--- src/rtl/txcol_pkg.sv ---
package txcol_pkg;
  typedef enum logic [1:0] {
    PH_IDLE = 2'd0,
    PH_SEND = 2'd1,
    PH_HB   = 2'd2,
    PH_DONE = 2'd3
  } txcol_phase_e;
endpackage

--- src/rtl/txcol_win_cnt.sv ---
// Byte counter for one transmit attempt; saturates at the active window.
module txcol_win_cnt #(
  parameter int SHORT_WIN = 56,
  parameter int LONG_WIN  = 64,
  localparam int W = $clog2(LONG_WIN + 1)
) (
  input  logic clk,
  input  logic rst,
  input  logic clr,
  input  logic en,
  input  logic sel_long,
  output logic past_win
);
  logic [W-1:0] cnt;
  logic [W-1:0] limit;

  assign limit    = sel_long ? W'(LONG_WIN) : W'(SHORT_WIN);
  assign past_win = (cnt >= limit);

  always_ff @(posedge clk) begin
    if (rst || clr)
      cnt <= '0;
    else if (en && !past_win)
      cnt <= cnt + 1'b1;
  end
endmodule

--- src/rtl/txcol_retry.sv ---
// Collision counter for one frame, saturating, with limit compare.
module txcol_retry #(
  parameter int CW = 4
) (
  input  logic          clk,
  input  logic          rst,
  input  logic          clr,
  input  logic          inc,
  input  logic [CW-1:0] lim,
  output logic [CW-1:0] cnt,
  output logic          exhausted
);
  localparam logic [CW-1:0] MAXV = '1;

  assign exhausted = (cnt >= lim);

  always_ff @(posedge clk) begin
    if (rst || clr)
      cnt <= '0;
    else if (inc && cnt != MAXV)
      cnt <= cnt + 1'b1;
  end
endmodule

--- src/rtl/txcol_hb_mon.sv ---
// Counts transmit-clock ticks in the post-transmit heartbeat window.
module txcol_hb_mon #(
  parameter int HB_WIN = 40,
  localparam int TW = $clog2(HB_WIN + 1)
) (
  input  logic clk,
  input  logic rst,
  input  logic start,
  input  logic run,
  input  logic tick,
  output logic expire
);
  logic [TW-1:0] ticks;

  assign expire = run && tick && (ticks == TW'(HB_WIN - 1));

  always_ff @(posedge clk) begin
    if (rst || start)
      ticks <= '0;
    else if (run && tick && !expire)
      ticks <= ticks + 1'b1;
  end
endmodule

--- src/rtl/txcol_status_tracker.sv ---
module txcol_status_tracker
  import txcol_pkg::*;
#(
  parameter int SHORT_WIN = 56,
  parameter int LONG_WIN  = 64,
  parameter int HB_WIN    = 40,
  parameter int CW        = 4
) (
  input  logic          clk,
  input  logic          rst,
  input  logic          cfg_win64,
  input  logic          cfg_hb_en,
  input  logic [CW-1:0] cfg_retry_lim,
  input  logic          frm_start,
  input  logic          byte_sent,
  input  logic          col_in,
  input  logic          defer_in,
  input  logic          tx_done,
  input  logic          txclk_tick,
  output logic          st_defer,
  output logic          st_hb,
  output logic          st_late,
  output logic          st_rlim,
  output logic [CW-1:0] st_retry_cnt,
  output logic          retry_req,
  output logic          abort_req,
  output logic          st_final
);
  txcol_phase_e phase;
  logic col_q, seen_defer;
  logic coll_ev, past_win, exhausted, hb_expire, hb_start;

  assign coll_ev  = (phase == PH_SEND) && col_in && !col_q && !frm_start;
  assign hb_start = (phase == PH_SEND) && tx_done && !coll_ev && !frm_start;

  txcol_win_cnt #(.SHORT_WIN(SHORT_WIN), .LONG_WIN(LONG_WIN)) i_win (
    .clk(clk), .rst(rst),
    .clr(frm_start || (coll_ev && !past_win)),
    .en(byte_sent && phase == PH_SEND),
    .sel_long(cfg_win64),
    .past_win(past_win)
  );

  txcol_retry #(.CW(CW)) i_retry (
    .clk(clk), .rst(rst), .clr(frm_start), .inc(coll_ev),
    .lim(cfg_retry_lim), .cnt(st_retry_cnt), .exhausted(exhausted)
  );

  txcol_hb_mon #(.HB_WIN(HB_WIN)) i_hb (
    .clk(clk), .rst(rst), .start(hb_start),
    .run(phase == PH_HB), .tick(txclk_tick), .expire(hb_expire)
  );

  always_ff @(posedge clk) begin
    if (rst) begin
      phase      <= PH_IDLE;
      col_q      <= 1'b0;
      seen_defer <= 1'b0;
      st_defer   <= 1'b0;
      st_hb      <= 1'b0;
      st_late    <= 1'b0;
      st_rlim    <= 1'b0;
      st_final   <= 1'b0;
      retry_req  <= 1'b0;
      abort_req  <= 1'b0;
    end else begin
      col_q     <= col_in;
      retry_req <= 1'b0;
      abort_req <= 1'b0;
      if (frm_start) begin
        phase      <= PH_SEND;
        seen_defer <= 1'b0;
        st_defer   <= 1'b0;
        st_hb      <= 1'b0;
        st_late    <= 1'b0;
        st_rlim    <= 1'b0;
        st_final   <= 1'b0;
      end else begin
        unique case (phase)
          PH_SEND: begin
            if (defer_in) seen_defer <= 1'b1;
            if (coll_ev) begin
              if (past_win) begin
                st_late   <= 1'b1;
                abort_req <= 1'b1;
                st_final  <= 1'b1;
                phase     <= PH_DONE;
              end else if (exhausted) begin
                st_rlim   <= 1'b1;
                abort_req <= 1'b1;
                st_final  <= 1'b1;
                phase     <= PH_DONE;
              end else begin
                retry_req <= 1'b1;
              end
            end else if (tx_done) begin
              st_defer <= (seen_defer || defer_in) && (st_retry_cnt == '0);
              if (cfg_hb_en) begin
                phase <= PH_HB;
              end else begin
                st_final <= 1'b1;
                phase    <= PH_DONE;
              end
            end
          end
          PH_HB: begin
            if (col_in) begin
              st_final <= 1'b1;
              phase    <= PH_DONE;
            end else if (hb_expire) begin
              st_hb    <= 1'b1;
              st_final <= 1'b1;
              phase    <= PH_DONE;
            end
          end
          default: ;
        endcase
      end
    end
  end
endmodule

--- config.mk ---
export PLATFORM = sky130hd
export DESIGN_NAME = txcol_status_tracker
export DESIGN_NICKNAME = d
export VERILOG_FILES = /design/src/rtl/txcol_pkg.sv /design/src/rtl/txcol_win_cnt.sv /design/src/rtl/txcol_retry.sv /design/src/rtl/txcol_hb_mon.sv /design/src/rtl/txcol_status_tracker.sv
export SDC_FILE = /design/constraint.sdc
export NUM_CORES = 1
export LEC_CHECK = 0
export CORE_ASPECT_RATIO = 1.75
export CORE_MARGIN = 1.5
export CORE_UTILIZATION = 65
export CTS_BUF_LIST = sky130_fd_sc_hd__clkbuf_16
export DETAILED_ROUTE_END_ITERATION = 12
export DONT_BUFFER_PORTS = 1
export GPL_TIMING_DRIVEN = 0
export PLACE_DENSITY = 0.87
export SLEW_MARGIN = 25
export SYNTH_ARGS = -nofsm -noshare
export SYNTH_HDL_FRONTEND = slang
export SYNTH_SLANG_ARGS = --single-unit
--- constraint.sdc ---
create_clock -name clk -period 3.06 [get_ports clk]
set_clock_uncertainty 0.1 [all_clocks]
set_input_delay 0.306 -clock clk [delete_from_list [all_inputs] [get_ports clk]]
set_output_delay 0.306 -clock clk [all_outputs]
set_load 0.02 [all_outputs]
==> summary.md <==
| Metric | Value |
|---|---|
| RSZ-0062 raised after global routing | false |
| Clock buffer count from CTS | 3 |
| DR pass1 iterations | 4 |
| Lkg Pwr | 0.639 nW |
| Initial core utilization | 68.7% |
| Crit path DAT | 2.15 ns |
| GP Congestion | 0.805 |
| Post-layout util | 73.5% |
| Crit path time final | 2.14 ns |
| First-pass GRT wire length | 4790 um |
| DRT iter0 DRCs | 21 |
| Syn nets | 208 |
| Clock Tree Buf Depth | 2 |
| Worst r2r src | i_win.cnt[3] |
| Vias | 1246 |
| GRT Total Usage | 25.2% |
| Reg clk slew, reported paths | 0.06 ns |
| ANT cells | 0 |
| Max-slew violations | 0 |
| Yosys top cell area share | 35.9% |
| P&R area growth vs syn | 7.05% |
| Setup-failing EPs final | 0 |
| Distinct cell type count after synthesis | 41 |
| Worst hold path type | in2reg |
| Yosys warnings | 0 |
| Hold_buf cts | 0 |
| RR Endpoint | phase[0] |
| Final Instance Area | 1670 um^2 |
| Setup crit end | phase[0] |
| H-tree levels | 1 |
| CTS tree | built |
| Clk sinks | 28 |
| Worst skew pair latency | 0.26 ns |
| Most common cell after layout, fill and taps aside | nor2_1 |
| IR drop worst, VDD | 408 uV |
| Syn Area/Cell | 8.72 um^2 |
| Mapped Cells | 179 |
| WP data required | 3.07 ns |
| Port Buf Inserts | 0 |
| Pwr dens | 450 nW/um^2 |
| Root buf cell | clkbuf_16 |
| Seq/Total Area, Yosys | 35.9% |
| CP Capture Type | flop |
| Fmax | 468 MHz |
| Post-Syn Area | 1560 um^2 |
| Die H | 67.8 um |
| Most frequent cells in the layout | nor2_1 (34), dfxtp_1 (28), ha_1 (15), inv_1 (14), xnor2_1 (9) |
| Fraction of layout cells with a size suffix above 1 | 7.65% |
| Run status | finished clean |
| Post-synth top area cell | dfxtp_1 |
| DR vias/cell | 5.99 |
| Synth Register Bits | 28 |
| Slew HR | 57.2% |
| DP Wirelength | 2390 um |
| Reg2reg path depth | 7 |
| CP max FO | 4 |
| # resized after CTS | 0 |
| Final Hold Fails | 0 |
| Post-DP Area | 1590 um^2 |
| Setup TNS | 0 ns |
| Actual slew at the worst max-slew pin | 0.632 ns |
| Crit path kind | reg2reg |
| Routed WL | 3000 um |
| NumNets Final | 213 |
| Vias in the first global route | 1258 |
| Routed len/inst | 14.4 um |
| Initial antenna violation count | 0 |
| Antenna-violating nets left | 0 |
| DRC violations left | 0 |
| Final period util | 69.9% |
| Total gr overflow | 0 |
| Postcts setup bufs | 0 |
| Die area | 2720 um^2 |
| Std cell rows | 23 |
| Core Region | 2270 um^2 |
| Startpoint types | flop |
| Max Cap Viol | 0 |
| Register-to-Register Setup Slack | 0.92 ns |
| Die width | 40.1 um |
| Largest net degree at the start of global routing | 16 |
| Worst Setup SP | i_win.cnt[3] |
| Top area cells in the synthesized netlist | dfxtp_1 (36%), ha_1 (12%), nor2_1 (8.2%), xnor2_1 (5.0%), inv_1 (3.4%) |
| Io pins | 25 |
[sequential cells by signal, indices dropped and copies added (netlist names)]
name and count:
st_late 1, st_final 1, retry_req 1, i_win.cnt 7, col_q 1, i_retry.cnt 4
phase 2, abort_req 1, st_rlim 1, st_hb 1, i_hb.ticks 6, seen_defer 1
st_defer 1
[synth_stat cells, drive strengths merged]
master  number
o41ai        1
inv         15
or4          2
ha          15
xor2         4
o211ai       2
dfxtp       28
o21bai       2
nand3        8
a41oi        1
o21ai        4
xnor2        9
nand4        2
or2          1
nor2b        4
nor3         8
and4b        2
nand2        8
a21o         1
buf          1
a21oi        7
nor3b        3
nor4         2
o311ai       2
nor2        34
o311a        1
nand2b       3
a221oi       1
a211oi       1
and3         1
clkbuf       2
o32ai        1
mux2i        3
[worst min path at each step]
| stage | start | end | slack, ns | cells past startpoint |
|---|---|---|---|---|
| final | col_in | col_q | 0.09 | 1 |
| after global routing | col_in | col_q | 0.11 | 1 |
| after CTS | col_in | col_q | 0.09 | 1 |
| after detailed placement | col_in | col_q | 0.34 | 1 |
| after global placement | col_in | col_q | 0.34 | 1 |
| after floorplan | col_in | col_q | 0.33 | 1 |
[power by group]
group / switching (mW) / internal (mW)
Clock: 0.115 / 0.175
Combinational: 0.0487 / 0.0312
Sequential: 0.00945 / 0.373
Total: 0.173 / 0.579
[logic make-up (layout without fill, tap and decap cells)]
kind of cell	Yosys count	count (layout)	synth area share, %
flip-flops	28	28	35.9
multiplexers	3	3	1.92
AO/OA/AOI/OAI	24	24	11.6
AND/OR/NAND/NOR	78	78	26.8
buffers and inverters	18	22	4.41
adder cells (fa/ha/maj)	15	15	12.0
XOR/XNOR	13	13	7.29
[worst max-delay path: stages, from the launching register on]
cell	delay, ns
dfxtp_1	0.39
inv_1	0.09
ha_1	0.28
and4b_4	0.20
o311ai_2	0.36
nand3_1	0.19
nor2_1	0.26
a221oi_1	0.13
[final cells by class]
type	instances	area, um^2
tap	25	31.3
clock inverter	1	3.75
buffer	3	12.5
sequential	28	561
inverter	15	56.3
multi-input combinational	133	932
fill	176	602
clock buffer	3	75.1
[layer usage]
layer  track usage [%]  share of wire [%]  vias to the layer above
li1                  -                  -                      626
met3              4.87                3.3                        2
met1              21.0                 37                      600
met4              12.5               0.83                        0
met5                 0                  0                        -
met2              49.8                 59                       18
[stage by stage]
stage / setup WS, ns / hold WS [ns] / cells / power [mW]
after CTS: 0.921 / 0.0859 / 208 / 0.757
final: 0.921 / 0.0879 / 208 / 0.753
after global placement: 0.978 / 0.342 / 204 / 0.466
after floorplan: 1.05 / 0.334 / 179 / 0.453
after global routing: 0.776 / 0.106 / 208 / 0.784
after detailed placement: 0.934 / 0.343 / 204 / 0.470
Note: power is estimated with default switching activity, not from simulation.
